[config.mk]
export PLATFORM = sky130hd
export DESIGN_NAME = vfp_scalar_mover
export DESIGN_NICKNAME = d
export VERILOG_FILES = /design/src/rtl/vfp_scalar_mover.sv
export SDC_FILE = /design/constraint.sdc
export NUM_CORES = 1
export LEC_CHECK = 0
export BUFFER_PORTS_ARGS = -buffer_cell sky130_fd_sc_hd__clkbuf_2
export CAP_MARGIN = 30
export CELL_PAD_IN_SITES_DETAIL_PLACEMENT = 1
export CELL_PAD_IN_SITES_GLOBAL_PLACEMENT = 1
export CORE_AREA = 4 4 178 180
export CTS_BUF_LIST = sky130_fd_sc_hd__clkbuf_8
export DETAILED_ROUTE_END_ITERATION = 7
export DIE_AREA = 0 0 182 184
export PLACE_DENSITY = 0.63
export SLEW_MARGIN = 0
export SYNTH_ARGS = -nofsm -noshare
export SYNTH_HDL_FRONTEND = slang
export SYNTH_SLANG_ARGS = --single-unit
[constraint.sdc]
create_clock -name clk -period 1.5 [get_ports clk]
set_input_delay 0.3 -clock clk [delete_from_list [all_inputs] [get_ports clk]]
set_output_delay 0.3 -clock clk [all_outputs]
set_load 0.005 [all_outputs]
[src/rtl/vfp_scalar_mover.sv]
module vfp_scalar_mover #(
  parameter int VLEN = 128,
  parameter int VL_W = 16
) (
  input  logic            clk,
  input  logic            rst,
  input  logic            valid_i,
  input  logic [31:0]     insn_i,
  input  logic            vill_i,
  input  logic [1:0]      sew_i,
  input  logic [VL_W-1:0] vl_i,
  input  logic [1:0]      fs_i,
  input  logic            sp_en_i,
  input  logic            dp_en_i,
  output logic [4:0]      vrf_raddr_o,
  input  logic [VLEN-1:0] vrf_rdata_i,
  output logic            vrf_we_o,
  output logic [4:0]      vrf_waddr_o,
  output logic [VLEN-1:0] vrf_wdata_o,
  output logic [4:0]      frf_raddr_o,
  input  logic [63:0]     frf_rdata_i,
  output logic            frf_we_o,
  output logic [4:0]      frf_waddr_o,
  output logic [63:0]     frf_wdata_o,
  output logic            illegal_o,
  output logic            fs_dirty_o
);
  localparam int EW = 64;
  localparam logic [6:0] OPV = 7'b1010111;

  logic is_opv, dec_v2f, dec_f2v, cfg_ok, v2f_ok, vl_zero;
  logic [EW-1:0] elem0, boxed, scal;
  logic [VLEN-1:0] vwide;

  assign is_opv  = insn_i[6:0] == OPV;
  assign dec_v2f = is_opv && insn_i[14:12] == 3'b001 && insn_i[31:26] == 6'b001100
                   && insn_i[25] && insn_i[19:15] == 5'd0;
  assign dec_f2v = is_opv && insn_i[14:12] == 3'b101 && insn_i[31:26] == 6'b001101
                   && insn_i[25] && insn_i[24:20] == 5'd0;
  assign cfg_ok  = !vill_i && sp_en_i && sew_i != 2'd0;
  assign v2f_ok  = cfg_ok && fs_i != 2'd0;
  assign vl_zero = vl_i == '0;

  assign vrf_raddr_o = insn_i[24:20];
  assign frf_raddr_o = insn_i[19:15];

  assign elem0 = vrf_rdata_i[EW-1:0];

  generate
    if (VLEN > EW) begin : g_hi
      logic unused_hi;
      assign unused_hi = ^vrf_rdata_i[VLEN-1:EW];
    end
  endgenerate

  always_comb begin
    case (sew_i)
      2'd1:    boxed = {{48{1'b1}}, elem0[15:0]};
      2'd2:    boxed = {{32{1'b1}}, elem0[31:0]};
      2'd3:    boxed = dp_en_i ? elem0 : {{32{1'b1}}, elem0[31:0]};
      default: boxed = elem0;
    endcase
  end

  assign scal = (sew_i == 2'd3 && !dp_en_i) ? {{32{1'b1}}, frf_rdata_i[31:0]} : frf_rdata_i;

  always_comb begin
    vwide = '0;
    case (sew_i)
      2'd1:    vwide[15:0] = scal[15:0];
      2'd2:    vwide[31:0] = scal[31:0];
      2'd3:    vwide[EW-1:0] = scal;
      default: vwide = '0;
    endcase
  end

  always_ff @(posedge clk) begin
    if (rst) begin
      frf_we_o    <= 1'b0;
      fs_dirty_o  <= 1'b0;
      vrf_we_o    <= 1'b0;
      illegal_o   <= 1'b0;
      frf_waddr_o <= '0;
      frf_wdata_o <= '0;
      vrf_waddr_o <= '0;
      vrf_wdata_o <= '0;
    end else begin
      frf_we_o   <= valid_i && dec_v2f && v2f_ok;
      fs_dirty_o <= valid_i && dec_v2f && v2f_ok;
      vrf_we_o   <= valid_i && dec_f2v && cfg_ok && !vl_zero;
      illegal_o  <= valid_i && ((dec_v2f && !v2f_ok) || (dec_f2v && !cfg_ok));
      if (valid_i) begin
        frf_waddr_o <= insn_i[11:7];
        vrf_waddr_o <= insn_i[11:7];
        frf_wdata_o <= boxed;
        vrf_wdata_o <= vwide;
      end
    end
  end

  p_illegal_nowrite_r3: assert property (@(posedge clk) disable iff (rst)
    illegal_o |-> !vrf_we_o && !frf_we_o);

  p_one_port_r9: assert property (@(posedge clk) disable iff (rst)
    !(vrf_we_o && frf_we_o));

  p_dirty_tracks_r6: assert property (@(posedge clk) disable iff (rst)
    fs_dirty_o == frf_we_o);

  p_box16_r4: assert property (@(posedge clk) disable iff (rst)
    frf_we_o && $past(sew_i) == 2'd1 |-> &frf_wdata_o[63:16]);

  p_tail_zero_r7: assert property (@(posedge clk) disable iff (rst)
    vrf_we_o && $past(sew_i) == 2'd2 |-> vrf_wdata_o[VLEN-1:32] == '0);

  p_vl_zero_r8: assert property (@(posedge clk) disable iff (rst)
    valid_i && vl_i == '0 |=> !vrf_we_o);

  p_idle_r9: assert property (@(posedge clk) disable iff (rst)
    !valid_i |=> !vrf_we_o && !frf_we_o && !illegal_o && !fs_dirty_o);
endmodule

Word level (Yosys, flattened, before mapping) --
Cells that the tools add are included.
Cells by class: equal/unequal tests 8, multiplexer cells 6, reductions and logical operators 33
Operators with widths (count):
- case mux 64 bit (3 select lines) | 1
- 2-to-1 mux 64 bit | 2
- 2-to-1 mux 16 bit | 2
- 2-to-1 mux 32 bit | 1
- logical AND 1 bit | 20
- zero test 16 bit | 1
- == test 6 x 4 -> 1 bit, second input constant | 2
- zero test 5 bit | 2
- == test 7 bit, second input constant | 1
- zero test 1 bit | 5
- == test 2 bit, second input constant | 2
- nonzero test 2 bit | 2
- == test 3 x 1 -> 1 bit, second input constant | 1
- == test 3 bit, second input constant | 1
- OR reduction 3 bit | 1
- == test 2 x 1 -> 1 bit, second input constant | 1
- OR reduction 2 bit | 1
- logical OR 1 bit | 1
Storage, ports and cells: register bits after elaboration 136, input bits 250, output and inout bits 216, logic and storage cells 53

Longest topological paths before layout --
depth after elaboration 8, mapped depth 6, mapped depth without buffers 4

Worst setup path after synthesis --
No wires, ideal clock.
path kind input-to-reg, from input port rst, to register fs_dirty_o, library setup time 0.061 ns, data arrival time 1.456 ns, required time 1.439 ns, slack -0.016 ns, cell stages on the path 5, path buffers 1, cells stage by stage buf_6 -> or4b_4 -> nor4_4 -> and4b_1 -> and3b_1
RTL lines:
- from (decl) | line 6 | input logic rst,
- to (signal assigned) | line 89 | fs_dirty_o <= valid_i && dec_v2f && v2f_ok;
- to (decl) | line 26 | output logic fs_dirty_o

Worst setup path in the final report --
from register fs_dirty_o, to output port fs_dirty_o
No word-level cell between the ends.

==> results <==
- The flow ran to the end, and the final reports show no timing, DRC or antenna violations.
- The number of global-route vias before repair is 5696.
- The number of diodes is 0.
- Entering global routing, the biggest net connects 97 pins.
- The post-detailed-placement half-perimeter wirelength is 15660 um.
- Along the worst path, the maximum fanout reaches 2.
- The number of different library cells used by synthesis comes to 28.
- The number of warning messages in the yosys log is 0.
- By area, the combinational part of the netlist is dominated by simple AND/OR/NAND/NOR gates.
- The final count of hold timing violations is 0.
- Once layout is done, the placed cells without fillers occupy roughly 8000 um2.
- The path class of the tightest hold or removal check is in2reg.
- The worst reg2reg path startpoint is vrf_wdata_o[18].
- The count of buffers added on input and output ports is 337.
- For this design the ratio of total power to cell area is around 1000 nW/um2.
- The net count of the finished layout is between 1000 and 1500.
- Summed over all layers, the routed wires come to approximately 21000 um.
- In the layout the commonest cells are 335 x sky130_fd_sc_hd__clkbuf_2, 151 x sky130_fd_sc_hd__nor2_1, 136 x sky130_fd_sc_hd__dfxtp_1.
- The quantity of gates resized following cts is 0.
- Sorting the synthesized cells by area gives the leading types as sky130_fd_sc_hd__dfxtp_1 48%, sky130_fd_sc_hd__buf_4 11%, sky130_fd_sc_hd__nor2_1 10%.
- At the worst endpoint, the arrival time is about 0.97 ns.
- The largest buffer count on any clock path is 2.
- The number of max-slew violations in the final report is 0.
- The wire length of the first global-routing pass is 31550 um.
- The multi-input combinational cells in the finished layout cover a total of about 2400 um2.
- The last weighted congestion value of the routability-driven placer is 0.7280.
- The count of cells along the worst hold path is 3.
- Once routing completed, OpenROAD measured the worst setup slack at roughly 0.23 ns.
- The setup slack after placement is -0.1265 ns.
- Excluding fillers, the count of instances in the completed layout stands at approximately 1400.
- The cell family with the largest share of critical-path delay is flip-flops.
- After global routing the overflow that remains totals 0.
- Once the floorplan was initialized, standard cells occupied a little under a fifth of the core.
- The number of ports placed on the die boundary is around 470.
- The final count of negative-setup-slack endpoints is 0.
- Including well taps, the total number of placed cells is 1361.
- The overall die height is between 150 and 200 um.
- The later-pin clock latency in the skew report is around 0.44 ns.
- The portion of synthesized cell area occupied by the leading cell type is between 40% and 50%.
- For this run, the register share of the synthesized area comes to about half.
- The achievable clock frequency is 0.7846 GHz.
- Summed over all failing endpoints, the final setup total negative slack is 0 ns.
- Cells fill 26.10% of the core in the end.
- The buffers plus inverters on the worst setup path is 1.
- The relative slew slack is 65.06%.
- At the worst endpoint, the required time is 1.20 ns.
- STA classifies the critical path startpoint as a register.
- The critical path start-end classification is reg2out.
- The tool flagged a number of max-cap violations equal to 0.
- The capturing point of the worst reg2reg path is vrf_wdata_o[18].
- The area share of fa/ha/maj cells after synthesis is 0%.
- The slowest stage of the critical path belongs to the cell sky130_fd_sc_hd__dfxtp_1.
- The number of clock buffers added by TritonCTS is 17.
- The count of cells along the worst register-to-register path is 3.
- The number of H-tree levels is 4.
- The synthesized design spends more area on one cell type than any other, namely sky130_fd_sc_hd__dfxtp_1.
- Setup repair after global routing left no endpoint under its margin.
- The slew at the pin closest to its max-slew limit is 0.5240 ns.
- The tree is rooted in a sky130_fd_sc_hd__clkbuf_8.
- Clock-pin slew was measured on the worst setup and hold paths at 0.08 ns.
- A synthesized cell averages ~8.4 um2.
- After floorplanning, the core was sized to cover about 30000 um2.
- TritonCTS built the clock tree.
- The worst clock skew on the final layout is 0 ns.
- STA classifies the critical path endpoint as a primary output.
- The number of hold buffers added after CTS was 0.
- Across the VDD grid, the largest voltage drop is 0.0004497 V.
- In this run the post-CTS setup repair buffer count came out at 0.
- In this run the cell area measured after placement is between 7000 and 8000 um2.
- The total number of placement rows is between 60 and 70.
- The worst stage delay on the critical path is between 0.3 and 0.4 ns.
- The synthesized netlist devotes 0% of its cell area to XOR and XNOR gates.
- Of the available clock period, the critical path in the final layout requires between 80 and 90%.
- For this run, design rule violations remaining after detail routing come to 0.
- The area growth from synthesis to layout is 39.96%.
- For this design the static power due to leakage is about 3.9 nW.
- Synthesis produced a netlist whose cell count is 672.
- The beginning of the worst hold path is frf_rdata_i[26].
- The number of optimization iterations in the first detailed-route pass is 4.
- The shortest clock period the worst path allows after layout is between 1 and 1.5 ns.
- Synthesis inferred 136 register bits.
- In the final routed layout, each cell accounts on average for roughly 15 um.
- The multiplexer fraction of the synthesized cell area is between 3 and 4%.
- The register cell area after layout is roughly 2700 um2.
- The fraction of final layout cells with drive strength greater than 1 is ~39%.
- The clock net in this run drives a total of around 140 sinks.
- For this block, the via count after detailed routing is about 5500.
- The critical path goes through clkbuf_2.
- The post-detailed-route count of antenna-violating nets is 0.
- The most frequent standard cell in the layout excluding fill and tap cells is sky130_fd_sc_hd__clkbuf_2.
- The via-per-instance ratio is 3.932.
- The detailed router's first-iteration violation count is between 100 and 150.
- For this run, the total global-route usage over all layers was measured as around an eighth.
- From left edge to right edge, the die measures around 180 um.
- The mapped netlist covers roughly 5600 um2.
- The path with the worst hold slack has its endpoint at vrf_wdata_o[26].
- The area fraction in compound gates after synthesis is 8.956%.
- The fill cell total of the finished layout is approximately 3800.
- The simple-gate share of the synthesized area is around a quarter.
- The worst reg-to-reg setup slack is roughly 0.73 ns.
- The die covers ~33000 um2.
- The initial antenna violation count is 0.
-- how the worst max path moves through the flow --
stage               depth (start not counted)  slack [ns]          to  startpoint
floorplan                                   5        0.05  fs_dirty_o         rst
CTS                                         1        0.17  fs_dirty_o  fs_dirty_o
global placement                            6       -0.15   illegal_o  insn_i[15]
global route                                1        0.15  fs_dirty_o  fs_dirty_o
detailed placement                          6       -0.13   illegal_o  insn_i[15]
finish                                      1        0.23  fs_dirty_o  fs_dirty_o
-- metal layers --
layer | global-route usage, % | routed length [um] | vias up
li1 | - | - | 2673
met1 | 13.44 | 8196 | 2546
met2 | 21.04 | 10390 | 232
met3 | 4.135 | 1741 | 18
met4 | 4.413 | 395 | 0
met5 | 0 | 0 | -
-- cell families after synthesis --
logic type / count (synthesis)
AOI/OAI and AO/OA: 100
buffers and inverters: 127
DFF: 136
muxes: 21
other: 1
and+or+nand+nor: 287
-- final cells by class --
| class | instances | share of cell area (%) |
|---|---|---|
| sequential | 136 | 34.55 |
| clock inverter | 10 | 1.318 |
| tap | 396 | 6.288 |
| multi-input combinational | 472 | 29.85 |
| timing repair buffer | 354 | 24.36 |
| clock buffer | 20 | 3.493 |
| inverter | 3 | 0.1429 |
-- through the flow --
stage | total power [mW] | hold slack, ns
4_1_cts | 8.289 | 0.03377
2_1_floorplan | 4.619 | 0.4391
3_3_place_gp | 5.131 | 0.4548
6_report | 8.071 | 0.07581
3_5_place_dp | 5.156 | 0.4613
5_1_grt | 8.612 | 0.03618
-- where the power goes --
group | switching, mW | internal, mW
registers | 0.0993 | 3.81
logic | 0.595 | 0.543
clock network | 1.45 | 1.57
-- synth_stat cells --
| library cell | count |
|---|---|
| sky130_fd_sc_hd__nor2_1 | 151 |
| sky130_fd_sc_hd__dfxtp_1 | 136 |
| sky130_fd_sc_hd__buf_4 | 80 |
| sky130_fd_sc_hd__a21oi_1 | 65 |
| sky130_fd_sc_hd__nor3_1 | 49 |
| sky130_fd_sc_hd__o21ai_1 | 34 |
| sky130_fd_sc_hd__nor2b_1 | 33 |
| sky130_fd_sc_hd__nand2b_1 | 32 |
| sky130_fd_sc_hd__clkbuf_1 | 27 |
| sky130_fd_sc_hd__mux2i_1 | 21 |
| sky130_fd_sc_hd__buf_2 | 12 |
| sky130_fd_sc_hd__nor4_1 | 5 |
| sky130_fd_sc_hd__buf_1 | 4 |
| sky130_fd_sc_hd__and3_1 | 3 |
| sky130_fd_sc_hd__nand2_1 | 3 |
| sky130_fd_sc_hd__inv_2 | 2 |
| sky130_fd_sc_hd__nand4_1 | 2 |
| sky130_fd_sc_hd__nand4bb_1 | 2 |
| sky130_fd_sc_hd__or4_1 | 2 |
| sky130_fd_sc_hd__and2_1 | 1 |
| sky130_fd_sc_hd__and3b_1 | 1 |
| sky130_fd_sc_hd__and4b_1 | 1 |
| sky130_fd_sc_hd__buf_6 | 1 |
| sky130_fd_sc_hd__conb_1 | 1 |
| sky130_fd_sc_hd__inv_1 | 1 |
| sky130_fd_sc_hd__nor4_4 | 1 |
| sky130_fd_sc_hd__o32ai_1 | 1 |
| sky130_fd_sc_hd__or4b_4 | 1 |
-- state kept, by name, indices dropped and copies added (netlist names) --
register,cells
frf_wdata_o,64
vrf_wdata_o,64
frf_waddr_o,5
fs_dirty_o,1
illegal_o,1
vrf_we_o,1
No activity file was read; power rests on OpenSTA's default activity.
